<file path="src/rtl/twa_pkg.sv">
package twa_pkg;

    // Control and bit-reversed index carried from the counter stage
    typedef struct packed {
        logic       vld;
        logic [2:0] rev;
    } twa_slot_t;

    // Reverse the order of three bits
    function automatic logic [2:0] twa_bitrev3(input logic [2:0] v);
        return {v[0], v[1], v[2]};
    endfunction

    // Total output latency for a given number of extra alignment stages
    function automatic int twa_total_lat(input int extra);
        return 2 + extra;
    endfunction

endpackage

</file>
<file path="src/rtl/twa_index_ctr.sv">
module twa_index_ctr
    import twa_pkg::*;
#(
    parameter int STAGE_N = 4096
) (
    input  logic                               clk,
    input  logic                               rst,
    input  logic                               vld_i,
    input  logic                               sof_i,
    output logic [$clog2(STAGE_N)-3-1:0]       ramp_o,
    output twa_slot_t                          slot_o
);
    localparam int IDX_W  = $clog2(STAGE_N);
    localparam int RAMP_W = IDX_W - 3;

    logic [IDX_W-1:0] cnt_q;
    logic [IDX_W-1:0] cur_idx;

    // Start of frame forces index zero for this very sample
    always_comb cur_idx = sof_i ? '0 : cnt_q;

    // Count wraps by width at STAGE_N
    always_ff @(posedge clk) begin
        if (rst) begin
            cnt_q <= '0;
        end else if (vld_i) begin
            cnt_q <= cur_idx + 1'b1;
        end
    end

    always_ff @(posedge clk) begin
        if (rst) begin
            ramp_o     <= '0;
            slot_o.vld <= 1'b0;
            slot_o.rev <= '0;
        end else begin
            slot_o.vld <= vld_i;
            if (vld_i) begin
                ramp_o     <= cur_idx[IDX_W-1:3];
                slot_o.rev <= twa_bitrev3(cur_idx[2:0]);
            end
        end
    end

    initial begin
        if (RAMP_W < 1) $display("twa_index_ctr: STAGE_N must be at least 16");
    end
endmodule

</file>
<file path="src/rtl/twa_phase_mul.sv">
module twa_phase_mul
    import twa_pkg::*;
#(
    parameter int STAGE_N = 4096,
    parameter int PHASE_W = 16
) (
    input  logic                               clk,
    input  logic                               rst,
    input  logic [$clog2(STAGE_N)-3-1:0]       ramp_i,
    input  twa_slot_t                          slot_i,
    output logic [PHASE_W-1:0]                 phase_o,
    output logic                               vld_o
);
    localparam int IDX_W  = $clog2(STAGE_N);
    localparam int RAMP_W = IDX_W - 3;
    localparam int SHIFT  = PHASE_W - IDX_W;

    logic [IDX_W-1:0]   prod;
    logic [PHASE_W-1:0] scaled;

    // Keeping IDX_W bits is the reduction modulo STAGE_N
    always_comb prod = {3'b000, ramp_i} * {{RAMP_W{1'b0}}, slot_i.rev};

    generate
        if (SHIFT > 0) begin : g_scale
            assign scaled = {prod, {SHIFT{1'b0}}};
        end else begin : g_noscale
            assign scaled = prod;
        end
    endgenerate

    always_ff @(posedge clk) begin
        if (rst) begin
            phase_o <= '0;
            vld_o   <= 1'b0;
        end else begin
            vld_o <= slot_i.vld;
            if (slot_i.vld) begin
                phase_o <= scaled;
            end
        end
    end
endmodule

</file>
<file path="src/rtl/twa_align_dly.sv">
module twa_align_dly #(
    parameter int PHASE_W = 16,
    parameter int DEPTH   = 0
) (
    input  logic               clk,
    input  logic               rst,
    input  logic [PHASE_W-1:0] phase_i,
    input  logic               vld_i,
    output logic [PHASE_W-1:0] phase_o,
    output logic               vld_o
);
    generate
        if (DEPTH == 0) begin : g_pass
            assign phase_o = phase_i;
            assign vld_o   = vld_i;
        end else begin : g_chain
            logic [DEPTH:0]     v_c;
            logic [PHASE_W-1:0] p_c [DEPTH+1];

            assign v_c[0] = vld_i;
            assign p_c[0] = phase_i;

            for (genvar g = 0; g < DEPTH; g++) begin : g_stage
                always_ff @(posedge clk) begin
                    if (rst) begin
                        v_c[g+1] <= 1'b0;
                        p_c[g+1] <= '0;
                    end else begin
                        v_c[g+1] <= v_c[g];
                        if (v_c[g]) p_c[g+1] <= p_c[g];
                    end
                end
            end

            assign phase_o = p_c[DEPTH];
            assign vld_o   = v_c[DEPTH];
        end
    endgenerate
endmodule

</file>
<file path="src/rtl/twiddle_angle_seq.sv">
module twiddle_angle_seq
    import twa_pkg::*;
#(
    parameter int STAGE_N   = 4096,
    parameter int PHASE_W   = 16,
    parameter int EXTRA_LAT = 0
) (
    input  logic               clk,
    input  logic               rst,
    input  logic               valid_in,
    input  logic               sof_in,
    output logic [PHASE_W-1:0] phase_out,
    output logic               valid_out
);
    localparam int IDX_W     = $clog2(STAGE_N);
    localparam int RAMP_W    = IDX_W - 3;
    localparam int TOTAL_LAT = twa_total_lat(EXTRA_LAT);

    logic [RAMP_W-1:0]  ramp_s1;
    twa_slot_t          slot_s1;
    logic [PHASE_W-1:0] phase_s2;
    logic               vld_s2;

    twa_index_ctr #(.STAGE_N(STAGE_N)) u_ctr (
        .clk    (clk),
        .rst    (rst),
        .vld_i  (valid_in),
        .sof_i  (sof_in),
        .ramp_o (ramp_s1),
        .slot_o (slot_s1)
    );

    twa_phase_mul #(.STAGE_N(STAGE_N), .PHASE_W(PHASE_W)) u_mul (
        .clk     (clk),
        .rst     (rst),
        .ramp_i  (ramp_s1),
        .slot_i  (slot_s1),
        .phase_o (phase_s2),
        .vld_o   (vld_s2)
    );

    twa_align_dly #(.PHASE_W(PHASE_W), .DEPTH(EXTRA_LAT)) u_dly (
        .clk     (clk),
        .rst     (rst),
        .phase_i (phase_s2),
        .vld_i   (vld_s2),
        .phase_o (phase_out),
        .vld_o   (valid_out)
    );
endmodule

</file>
<file path="config.mk">
export PLATFORM = sky130hd
export DESIGN_NAME = twiddle_angle_seq
export DESIGN_NICKNAME = d
export VERILOG_FILES = /design/src/rtl/twa_pkg.sv /design/src/rtl/twa_index_ctr.sv /design/src/rtl/twa_phase_mul.sv /design/src/rtl/twa_align_dly.sv /design/src/rtl/twiddle_angle_seq.sv
export SDC_FILE = /design/constraint.sdc
export NUM_CORES = 1
export LEC_CHECK = 0
export BUFFER_PORTS_ARGS = -buffer_cell sky130_fd_sc_hd__buf_2
export CAP_MARGIN = 10
export CELL_PAD_IN_SITES_DETAIL_PLACEMENT = 1
export CELL_PAD_IN_SITES_GLOBAL_PLACEMENT = 1
export CORE_MARGIN = 5
export CORE_UTILIZATION = 44
export DETAILED_ROUTE_END_ITERATION = 8
export PLACE_DENSITY_LB_ADDON = 0.05
export SYNTH_ARGS = -nofsm -noshare
export SYNTH_HDL_FRONTEND = slang
export SYNTH_SLANG_ARGS = --single-unit
</file>
<file path="constraint.sdc">
create_clock -name clk -period 3.1 [get_ports clk]
set_input_delay 0.62 -clock clk [delete_from_list [all_inputs] [get_ports clk]]
set_output_delay 0.62 -clock clk [all_outputs]
set_load 0.02 [all_outputs]
</file>
==> After elaboration in Yosys (flattened, before gate mapping) <==
Cells that the tools add are included.
{ "word_totals": {"register_bits": 38, "inputBits": 4, "out_inout_bits": 17, "word_cells": 9} }
{ "classes": {"addsub": 1, "mul": 1, "mux": 1} }
{ "op_table": {"columns": ["op", "n"], "rows": [
  ["$add A12 B1 Y12 const B", 1],
  ["$mul A9 B3 Y12", 1],
  ["$mux W12", 1]
]} }

==> Logic depth before layout (Yosys ltp) <==
Gate-level depths: netlist of run 1.
{ "logic_depth": {"ltp_word": 2, "ltp_mapped": 12, "mapped_depth_nobuf": 11} }

==> By module <==
A second synthesis of run 1 with hierarchy kept.
{ "unflattened": {"hier_cells": 284, "area_unflattened_um2": 2486.1} }
{ "by_module_without_submodules": {"columns": ["mod", "instances", "cells_per_inst", "area_per_inst_um2", "seq_area_each_um2"], "rows": [
  ["twa_index_ctr", 1, 126, 1179.9, 500.5],
  ["twa_phase_mul", 1, 141, 1178.6, 260.2],
  ["twa_align_dly", 1, 17, 127.6, 0.0]
]} }

==> Worst setup path before layout of run 1 <==
OpenSTA, ideal clock, no wires.
{ "synth_timing": {"path_type": "reg-to-reg", "from": "register u_ctr.slot_o[2] (netlist bit)", "to": "register u_mul.phase_o[12]", "setup_time_ns": 0.095, "t_arrival_ns": 2.728, "required_time_ns": 3.005, "path_slack_ns": 0.276, "stages_incl_launch_ff": 13, "n_path_buf": 1, "period_less_slack_ns": 2.824, "path_cell_list": "dfxtp_1 clkbuf_1 nand2_1 fa_1 inv_1 ha_1 inv_1 fa_1 nand2b_1 a21oi_2 a31oi_1 or4b_1 o311ai_1"} }
{ "synth_via": {"elab_chain_len": 1} }
{ "synth_lines": {"columns": ["element", "line_no", "rtl"], "rows": [
  ["from (decl)", "twa_index_ctr.sv:11", "output twa_slot_t slot_o"],
  ["$mul A9 B3 Y12", "twa_phase_mul.sv:22", "always_comb prod = {3'b000, ramp_i} * {{RAMP_W{1'b0}}, slot_i.rev};"],
  ["to (signal assigned)", "twa_phase_mul.sv:39", "phase_o <= scaled;"],
  ["to (decl)", "twa_phase_mul.sv:11", "output logic [PHASE_W-1:0] phase_o,"]
]} }
No other way between the ends.
A chain may end at the register's enable or synchronous reset.

==> Worst setup path after layout of run 1 <==
{ "layout_timing": {"from": "register u_ctr.ramp_o[0]", "to": "register u_mul.phase_o[12]"} }
{ "layout_via": {"elab_chain_len": 1} }
{ "layout_lines": {"columns": ["element", "line_no", "rtl"], "rows": [
  ["from (decl)", "twa_index_ctr.sv:10", "output logic [$clog2(STAGE_N)-3-1:0] ramp_o,"],
  ["from (signal assigned)", "twa_index_ctr.sv:39", "ramp_o <= cur_idx[IDX_W-1:3];"],
  ["$mul A9 B3 Y12", "twa_phase_mul.sv:22", null]
]} }
No other way between the ends.

==> results list, run 1 <==
* Result of the run: complete, no violations
* Required time of the critical path: 3.29 ns
* Most common library cell in the layout ignoring fill and taps: dfxtp_1
- FF+latch count, synth: 38
- The cell sitting at the root of the clock tree is a clkbuf_8.
- Clock Latency Late Sink: approximately 0.28 ns
- Entering global routing, the biggest net connects 42 pins.
* Average cell area after synthesis: ~8.5 sq um
- Global-route congestion overflow total: 0
- Final antenna diode count: 0
* Worst VDD drop: 181.8 uV
- For this design, the slowest cell found on the critical path is fa_1.
- During I/O placement, the number of pins put on the boundary was 21.
* Critical path's top delay family: adder cells
- Starting density of the core: 0.4476
* Distinct cell type count after synthesis: 40
- Post-CTS resize count: 0
* Setup repair after global routing missed its margin: false
* Placer Congestion: 0.7795
- Average routed wire per standard cell: 12.75 um
* Cell breakdown of the critical path: nand2_1, fa_1, inv_1, ha_1, inv_1, fa_1, nand2b_1, a21oi_2, a31oi_1, or4b_1, o311ai_1
* Critical path capture point type: flip-flop
* Worst Clk Skew: 0.003829 ns
- Commonest cells after routing, fill and taps aside: 38 x dfxtp_1, 32 x nand2_1, 29 x nor2_1
- The final number of hold-violating endpoints was 0.
- Power density over cell area: between 300 and 400 mW/mm^2
- For this run, the leading register cell type out of synthesis is dfxtp_1.
* Least-Margin Pin Slew: around 0.74 ns
* Number of enable-type register cells in the synthesized netlist: 0
- Iteration-0 DRC Markers: 50
- The longest clock path from root to sink contains 2 buffers.
- Total via count after detailed routing: 1742
- For the worst setup path, the data arrival time is 2.98 ns.
- The path class of the tightest hold or removal check is reg2reg.
* Post-layout minimum cycle time: 2.793 ns
- For hold timing, the worst endpoint is u_mul.phase_o[4].
- In this run the most critical hold path is launched from u_mul.phase_o[4].
- Along the worst hold path, the cell count comes to 2.
- In this run the vertical extent of the chip is 81.63 um.
* Max transition margin: 0.5071
* H-tree level count: 2
* Worst setup slack before clock tree synthesis: ~0.27 ns
* Mean number of vias per cell: about 5.0
- Max-cap violations in this run came to 0.
- Dividing the final minimum period by the clock period gives 0.9010.
- Adding up every negative setup slack in the final design gives 0 ns.
- Register-to-register path setup slack: about 0.31 ns
- Final Setup Violations: 0
- The clock net in this run drives a total of 38 sinks.
* Final #Nets: between 300 and 400
- The floorplan step defined a die boundary enclosing ~0.0067 sq mm.
* Post-synthesis cell area: 0.002257 sq mm
* Leakage power total: 1.098 nW
- STA classifies the critical path startpoint as a flip-flop.
* Number of cells traversed by the worst register-to-register path: 11
- The number of antenna violations at the first check in global routing is 0.
- Global-route wire length before repair: 7.645 mm
- Counting flops with an async set or reset pin after synthesis yields a share of 0.
- Clock tree from TritonCTS: built
- Quantity of I/O buffers inserted on ports: 16
- Synthesis produced a netlist whose cell count is 267.
* Slack of the critical path: 0.3070 ns
- For this run, the number of Yosys warnings is 0.
- CP Class: reg2reg
- Clock buffers created by TritonCTS: 5
- In this run the post-CTS setup repair buffer count came out at 0.
- Final max-slew violation count: 0
* Vias in the first global route: 1687
- Derived from the worst setup path, the maximum achievable clock frequency is 0.3580 GHz.
- The detail route stage leaves a number of antenna-violating nets equal to 0.
* Total routing usage reported by global routing: 0.1458
* Remaining design rule violation count: 0
* Hold bufs inserted after CTS: 0
- Top fanout value on the critical path: 4
- Share of post-route cells with drive strength above 1: 0.1043
- After floorplanning, the core was sized to cover 0.005042 sq mm.
- Total iterations of the first detailed-routing run: 4
- The die is 81.63 um wide.
- Clock-pin slew was measured on the worst setup and hold paths at 0.07 ns.
- In this run the core area contains 26 standard-cell rows.
- The number of buffers and inverters on the critical path is 2.
- The worst register-to-register path ends at u_mul.phase_o[12].
- Detailed placement ended at an HPWL of 3.280 mm.
* Area growth, synth to finish: 9.091%
- For this run, the register share of the synthesized area comes to 0.3370.
- Total detailed-routing wirelength: 4.436 mm
- On the worst path, the slowest cell contributes a delay of 0.48 ns.
* Launching point of the worst reg2reg path: u_ctr.ramp_o[0]
area by class of cell:
cell class / instances / area, sq um
clock buffers: 6 / 82.58
fillers: 623 / 2580
inverters: 17 / 63.81
multi-input cells: 197 / 1358
flip-flops and latches: 38 / 760.7
well taps: 70 / 87.58
repair buffers: 20 / 110.1
logic make-up after synthesis:
logic type,count (synthesis),synth area share
flip-flops,38,0.3370
adder cells (fa/ha/maj),20,0.1375
other,1,0.001661
AND/OR/NAND/NOR,111,0.2556
buffers and inverters,35,0.06652
multiplexers,10,0.04435
XOR/XNOR,12,0.04656
AO/OA/AOI/OAI,40,0.1109
routing by layer:
layer / GRT usage / vias to the layer above / routed length [um]
met1: 0.1777 / 816 / 2092
met2: 0.2541 / 21 / 2144
li1: - / 898 / -
met3: 0.03618 / 7 / 147
met4: 0.04153 / 0 / 51
met5: 0 / - / 0
metrics by stage:
stage               instance area, sq um    util  power (W)  hold WS (ns)  cells
detailed placement                  2380  0.4720  0.0005561        0.4673    342
floorplan                           2268       -  0.0005489        0.4608    270
finish                              2462  0.4883  0.0008714        0.4700    348
global placement                    2380  0.4720  0.0005560        0.4548    342
CTS                                 2462  0.4883  0.0008956        0.4757    348
global route                        2462  0.4883  0.0009188        0.5069    348
registers in the layout (all words and copies together) (netlist names):
register and count:
u_ctr.slot_o 4, u_ctr.ramp_o 9, u_ctr.cnt_q 12, u_mul.vld_o 1, u_mul.phase_o 12
tightest hold or removal path, delay by kind of cell, from the launching register on:
family | cells | cell delay [ns]
flip-flops | 1 | 0.31
AND/OR/NAND/NOR | 1 | 0.06
AO/OA/AOI/OAI | 1 | 0.05
Yosys cell counts (2+ instances only):
| library cell | n | area share |
|---|---|---|
| inv_1 | 17 | 0.028 |
| fa_1 | 8 | 0.071 |
| a31oi_1 | 2 | 0.0055 |
| and2_1 | 6 | 0.017 |
| xor2_1 | 5 | 0.019 |
| mux2i_1 | 10 | 0.044 |
| nand3b_1 | 8 | 0.027 |
| nand2_1 | 32 | 0.053 |
| and3_1 | 2 | 0.0055 |
| nand2b_1 | 11 | 0.030 |
| nor2_1 | 29 | 0.048 |
| nand3_1 | 4 | 0.0089 |
| and4_1 | 2 | 0.0078 |
| buf_2 | 3 | 0.0066 |
| a21o_1 | 5 | 0.017 |
| nand4b_1 | 2 | 0.0078 |
| ha_1 | 12 | 0.067 |
| xnor2_1 | 7 | 0.027 |
| buf_4 | 4 | 0.013 |
| nor2b_1 | 7 | 0.019 |
| a211oi_1 | 3 | 0.010 |
| a21oi_1 | 17 | 0.038 |
| o21ai_0 | 5 | 0.011 |
| nor3b_1 | 3 | 0.010 |
| clkbuf_1 | 11 | 0.018 |
| dfxtp_1 | 38 | 0.34 |
worst max path at each step:
stage                     slack, ns  cells after the start           endpoint       startpoint
after floorplan                0.28                     12  u_mul.phase_o[12]  u_ctr.slot_o[2]
after global routing           0.02                     11  u_mul.phase_o[12]  u_ctr.slot_o[1]
final                          0.31                     11  u_mul.phase_o[12]  u_ctr.ramp_o[0]
after CTS                      0.26                     11  u_mul.phase_o[12]  u_ctr.slot_o[1]
after global placement         0.38                     11  u_mul.phase_o[12]  u_ctr.ramp_o[0]
after detailed placement       0.27                     11  u_mul.phase_o[12]  u_ctr.slot_o[1]
report_power, final:
| part | internal (W) | switching [W] |
|---|---|---|
| logic | 0.0000156 | 0.0000295 |
| registers | 0.000492 | 0.00000646 |
| clock network | 0.000171 | 0.000156 |
| total | 0.000679 | 0.000192 |
Power figures use the tool's default switching activity.
==> inputs of run 2 (changes only) <==
--- a/config.mk
+++ b/config.mk
@@ -10,8 +10,10 @@
 export CELL_PAD_IN_SITES_DETAIL_PLACEMENT = 1
 export CELL_PAD_IN_SITES_GLOBAL_PLACEMENT = 1
 export CORE_MARGIN = 5
-export CORE_UTILIZATION = 44
+export CORE_UTILIZATION = 45
+export CTS_BUF_LIST = sky130_fd_sc_hd__clkbuf_4
 export DETAILED_ROUTE_END_ITERATION = 8
+export GPL_ROUTABILITY_DRIVEN = 0
 export PLACE_DENSITY_LB_ADDON = 0.05
 export SYNTH_ARGS = -nofsm -noshare
 export SYNTH_HDL_FRONTEND = slang
==> results list, run 2 (synthesis gave the netlist of run 1 again) <==
- Result of the run: complete, no violations
* Total detailed-routing wirelength: 4.690 mm
* Deepest clock path buffer count: 2
- Commonest cells after routing, fill and taps aside: 38 x dfxtp_1, 32 x nand2_1, 29 x nor2_1
* Post-CTS resize count: 0
- The final number of hold-violating endpoints came to 0.
* Top fanout value on the critical path: 4
- Headroom to the max-slew limit came out at 0.5112.
- Worst setup slack before clock tree synthesis: roughly 0.26 ns
- Once routing completed, OpenROAD measured the worst setup slack at 0.2668 ns.
* Reg2Reg Capture Point: u_mul.phase_o[12]
- IR analysis of the VDD net gives a maximum drop of approximately 200 uV.
- Number of cells traversed by the worst register-to-register path: 11
- In the global route stage, overall resource usage came out at 0.1679.
* Antenna violations before repair: 0
- Share of post-route cells with drive strength above 1: 0.1107
- Setup repair after global routing missed its margin: false
- The first global-routing pass estimated a little under 9 mm of wire.
- After detailed routing, the number of vias per cell comes to between 5 and 6.
- Summing all non-filler instances in the final layout gives an area of about 0.0025 sq mm.
- Chip height: roughly 81 um
* Instance area at placement: 0.002376 sq mm
- The clock tree synthesis step divided the H-tree into 2 levels.
- The tool flagged a number of max-cap violations equal to 0.
* Number of standard cells in the layout, taps in and fillers out: 347
- The analysis attributes to cell leakage a power of 1.097 nW.
- Derived from the worst setup path, the maximum achievable clock frequency is 0.3530 GHz.
* Remaining design rule violation count: 0
- Final max-slew violation count: 0
* Critical path capture point type: flip-flop
- After floorplanning, the core was divided into 25 placement rows.
- Register Area: 760.7 sq um
- Die Outline Area: 0.006533 sq mm
- Core ar.: 0.004786 sq mm
* Global-route congestion overflow total: 0
* Most common library cell in the layout ignoring fill and taps: dfxtp_1
* Die width: 80.83 um
* WHS: 0.4780 ns
* Final ANT Viol Nets: 0
- TritonCTS Sinks: 38
* Arrival time of the worst setup path: 3.08 ns
- Buffer cell driving the clock tree root: clkbuf_4
- Register-to-register path setup slack: 0.27 ns
- Total via count after detailed routing: approximately 1800
- Post-layout minimum cycle time: ~2.8 ns
- The pre-antenna-repair detailed-routing pass consisted of 3 iterations.
- At the pin with the least slew margin, the transition time is 0.7332 ns.
* Final Setup Violations: 0
- Launch point of the worst hold path: u_mul.phase_o[4]
- For the worst setup path, the data required time is 3.35 ns.
* Hold bufs inserted after CTS: 0
* CP Class: reg2reg
- Number of setup buffers added after CTS: 0
* I/O pin total: 21
- Power density over cell area: 362.8 mW/mm^2
- For hold timing, the worst endpoint is u_mul.phase_o[4].
- Clock latency on the worst-skew pair, taken at its later pin, is ~0.34 ns.
* Worst Clk Skew: 0.008704 ns
- Summed over all failing endpoints, the final setup total negative slack is 0 ns.
* Share of the cycle needed by the critical path after routing: 0.9139
* Quantity of I/O buffers inserted on ports: 16
- Filler cell count in the final layout: ~600
* Total half-perimeter wirelength after legalization and detailed placement: 3.463 mm
* Largest net degree at the start of global routing: 42
- Worst Hold Depth: 2
- In this run, placement finished with an instance count of approximately 340.
- Starting density of the core: 0.4716
- Clock tree from TritonCTS: built
* Launching point of the worst reg2reg path: u_ctr.ramp_o[1]
- In the final routed layout, each cell accounts on average for ~14 um.
- Multi-input logic area: 0.001358 sq mm
- In the final layout, the registers with the most flip-flops are u_ctr.cnt_q: 12 flops, u_mul.phase_o: 12 flops, u_ctr.ramp_o: 9 flops.
- Worst Setup Start Kind: flip-flop
* Final #Nets: 303
* Vias in the first global route: a little under 2000
* Clock buffers created by TritonCTS: 5
* Final antenna diode count: 0
- Area growth, synth to finish: 8.925%
- In this run the worst hold path is classified as reg2reg.
- Clock slew at the register clock pins of the worst setup and hold paths: roughly 0.12 ns
- In this run, the number of DRC markers left after iteration 0 of detailed routing was 33.
## run 2: area by class of cell
type | instances | area share
clock buffers | 6 | 0.01832
clock inverters | 2 | 0.01527
inverters | 17 | 0.02595
multi-input cells | 197 | 0.5522
flip-flops and latches | 38 | 0.3094
well taps | 67 | 0.03410
repair buffers | 20 | 0.04478
## run 2: metrics by stage
| step | util | total power [W] |
|---|---|---|
| finish | 0.5137 | 0.0008919 |
| global route | 0.5137 | 0.0009368 |
| CTS | 0.5137 | 0.0009093 |
| detailed placement | 0.4965 | 0.0005564 |
| global placement | 0.4965 | 0.0005559 |
| floorplan | - | 0.0005489 |
## run 2: worst max path at each step
stage	startpoint	cells after the start	endpoint
4_1_cts	u_ctr.ramp_o[1]	11	u_mul.phase_o[12]
3_5_place_dp	u_ctr.ramp_o[0]	11	u_mul.phase_o[12]
3_3_place_gp	u_ctr.ramp_o[0]	11	u_mul.phase_o[12]
2_1_floorplan	u_ctr.slot_o[2]	12	u_mul.phase_o[12]
5_1_grt	u_ctr.ramp_o[0]	11	u_mul.phase_o[12]
6_report	u_ctr.ramp_o[1]	11	u_mul.phase_o[12]
## run 2: per-layer routing
layer,share of wire,up-vias,track usage
met4,0.010,0,0.04054
met5,0,-,0
met2,0.50,19,0.3038
met1,0.47,850,0.2010
met3,0.028,4,0.03659
li1,-,902,-
## run 2: worst max-delay path, cell delays in order (launching register included)
cell	delay (ns)
dfxtp_1	0.40
nand2_1	0.09
fa_1	0.47
inv_1	0.07
ha_1	0.18
inv_1	0.06
fa_1	0.40
nand2b_1	0.18
a21oi_2	0.20
a31oi_1	0.12
or4b_1	0.47
o311ai_1	0.09
## run 2: power by group
| group | total (W) | internal, W | switching, W |
|---|---|---|---|
| sequential | 0.000499 | 0.000492 | 0.00000651 |
| combinational | 0.0000454 | 0.0000156 | 0.0000298 |
| clock | 0.000348 | 0.000179 | 0.000169 |
==> inputs of run 3 (changes only) <==
--- a/config.mk
+++ b/config.mk
@@ -10,7 +10,7 @@
 export CELL_PAD_IN_SITES_DETAIL_PLACEMENT = 1
 export CELL_PAD_IN_SITES_GLOBAL_PLACEMENT = 1
 export CORE_MARGIN = 5
-export CORE_UTILIZATION = 45
+export CORE_UTILIZATION = 46
 export CTS_BUF_LIST = sky130_fd_sc_hd__clkbuf_4
 export DETAILED_ROUTE_END_ITERATION = 8
 export GPL_ROUTABILITY_DRIVEN = 0
==> results list, run 3 (synthesis gave the netlist of run 1 again) <==
- The flow ran to the end, and the final reports show no timing, DRC or antenna violations.
* Final #Nets: approximately 300
- The H-tree generated during clock tree synthesis spans 2 levels.
- Total negative slack: 0 ns
* Power density over cell area: slightly below 400 mW/mm^2
* Slack of the critical path: 0.2776 ns
- Worst setup slack before clock tree synthesis: 0.2814 ns
- Critical path capture point type: flip-flop
- The final number of hold-violating endpoints is 0.
- I/O pin total: 21
- Clock tree synthesis found a total of 38 sinks.
- After detailed routing, the total wire length is 4.830 mm.
- Global-route congestion overflow total: 0
- Max-capacitance violation count: 0
- The clock reaches the later pin of the worst-skew pair after between 0.3 and 0.4 ns.
* Part of the total power dissipated in sequential elements: 0.516
- P_sw: 0.0002109 W
* Switching Share: 0.2181
* Hold Crit Class: reg2reg
- For the final database, setup skew stands at 0.007747 ns.
- Compared with the post-synthesis result, the final layout area differs by 9.756%.
- Final antenna diode count: 0
- The wire-length estimate of the detail-placed layout is 3.513 mm.
- Peak clock frequency supported by timing: 0.3543 GHz
- Clock buffers created by TritonCTS: 5
* Worst Setup Start Kind: flip-flop
- For this run, the slowest stage of the critical path takes 0.47 ns.
- In this run the horizontal extent of the chip is 80.05 um.
- Entering global routing, the biggest net connects 42 pins.
- Global-route wire length before repair: 8.369 mm
- Of the available clock period, the critical path in the final layout requires 0.9105.
- Internal: 0.0007563 W
- Final Setup Violations: 0
- Of the total power, the clock network draws 0.437.
- The number of antenna violations at the first check in global routing was 0.
- Total iterations of the first detailed-routing run: 4
* Remaining design rule violation count: 0
- Die Outline Area: 0.006408 sq mm
- Mean number of vias per cell: 5.049
* Final max-slew violation count: 0
- CP Class: reg2reg
* Hold bufs inserted after CTS: 0
- Required time of the critical path: about 3.4 ns
- Number of setup buffers added after CTS: 0
* Power share of the combinational group: 0.047
- Core ar.: about 0.0048 sq mm
- STA puts the critical path data arrival time at 3.08 ns.
- Setup repair after global routing left no endpoint under its margin.
- Cell breakdown of the critical path: nand2_1, fa_1, inv_1, ha_1, inv_1, fa_1, nand2b_1, a21oi_2, a31oi_1, or4b_1, o311ai_1
* Deepest clock path buffer count: 2
* Instance area at placement: 0.002376 sq mm
- Final core area utilization: 0.5211
- After routing the design area is 0.002477 sq mm.
- The largest individual stage delay along the critical path comes from the cell fa_1.
* Post-CTS resize count: 0
* Most common library cell in the layout ignoring fill and taps: dfxtp_1
- The detail route stage leaves a number of antenna-violating nets equal to 0.
* Vias in the first global route: 1824
- Share of post-route cells with drive strength above 1: 0.1071
* Clock tree from TritonCTS: built
- After detailed routing, the average wire length per cell comes to 13.92 um.
- The filler cells instantiated in the layout total ~600.
- Row cnt: 25
* Quantity of I/O buffers inserted on ports: 16
* Least-Margin Pin Slew: ~0.8 ns
- Top fanout value on the critical path: 4
- Buffer cell driving the clock tree root: clkbuf_4
- Registers with the highest flip-flop counts: u_ctr.cnt_q: 12 flops, u_mul.phase_o: 12 flops, u_ctr.ramp_o: 9 flops
- Overall power: 0.0009672 W
- The initial utilization of the core area, before any placement, comes to 0.4747.
* Total routing usage reported by global routing: 0.1669
* Clock slew at the register clock pins of the worst setup and hold paths: 0.12 ns
- For this block, the initial DRC count from the detailed router was 48.
- Across the VDD grid, the largest voltage drop is 259.5 uV.
- Total via count after detailed routing: 1752
- Commonest cells after routing, fill and taps aside: 38 x dfxtp_1, 32 x nand2_1, 29 x nor2_1
- Measured against its own limit, the worst slew margin works out to 0.4755.
- Chip height: around 80 um
- For this design the static power due to leakage is 1.108 nW.
- Post-layout minimum cycle time: about 2.8 ns
==> run 3: cell types whose count changed in the layout (fill, tap and decap cells not counted) <==
cell and change:
clkinvlp_4 -1, clkinv_1 +1, bufinv_16 +1, clkbuf_4 -1
==> run 3: power groups by stage <==
stage	Sequential (W)	Combinational [W]	Clock [W]
floorplan	0.000507	0.0000424	0
CTS	0.000499	0.0000466	0.000433
global route	0.000500	0.0000505	0.000456
detailed placement	0.000510	0.0000465	0
finish	0.000499	0.0000456	0.000423
global placement	0.000510	0.0000456	0
==> run 3: worst paths after layout <==
check	depth (start not counted)	slack, ns	startpoint	to
max	11	0.28	u_ctr.ramp_o[0]	u_mul.phase_o[12]
min	2	0.49	u_mul.phase_o[7]	u_mul.phase_o[7]
max reg2reg	11	0.28	u_ctr.ramp_o[0]	u_mul.phase_o[12]
min reg2reg	2	0.49	u_mul.phase_o[7]	u_mul.phase_o[7]
==> run 3: cell type report <==
type	instances	area, sq um	area share
Clock buffer	5	37.54	0.01515
Clock inverter	3	63.81	0.02576
Inverter	17	63.81	0.02576
Multi-Input combinational cell	197	1358	0.5480
Sequential cell	38	760.7	0.3071
Tap cell	67	83.83	0.03384
Timing Repair Buffer	20	110.1	0.04444
==> run 3: through the flow <==
stage / hold WS (ns) / instances
after detailed placement: 0.4736 / 339
after CTS: 0.4910 / 347
final: 0.4917 / 347
after floorplan: 0.4608 / 270
after global routing: 0.5233 / 347
after global placement: 0.4567 / 339
==> run 3: critical path, delay by kind of cell, from the launching register on <==
family                     cells  cell delay (ns)
adders and majority gates      3             1.05
and+or+nand+nor                3             0.74
AOI/OAI and AO/OA              3             0.41
DFF                            1             0.39
buffers and inverters          2             0.14
==> run 3: layer usage <==
| layer | wire [um] | GRT usage | vias up |
|---|---|---|---|
| li1 | - | - | 904 |
| met1 | 2233 | 0.1999 | 823 |
| met2 | 2400 | 0.2930 | 18 |
| met3 | 123 | 0.03700 | 7 |
| met4 | 72 | 0.05574 | 0 |
| met5 | 0 | 0 | - |
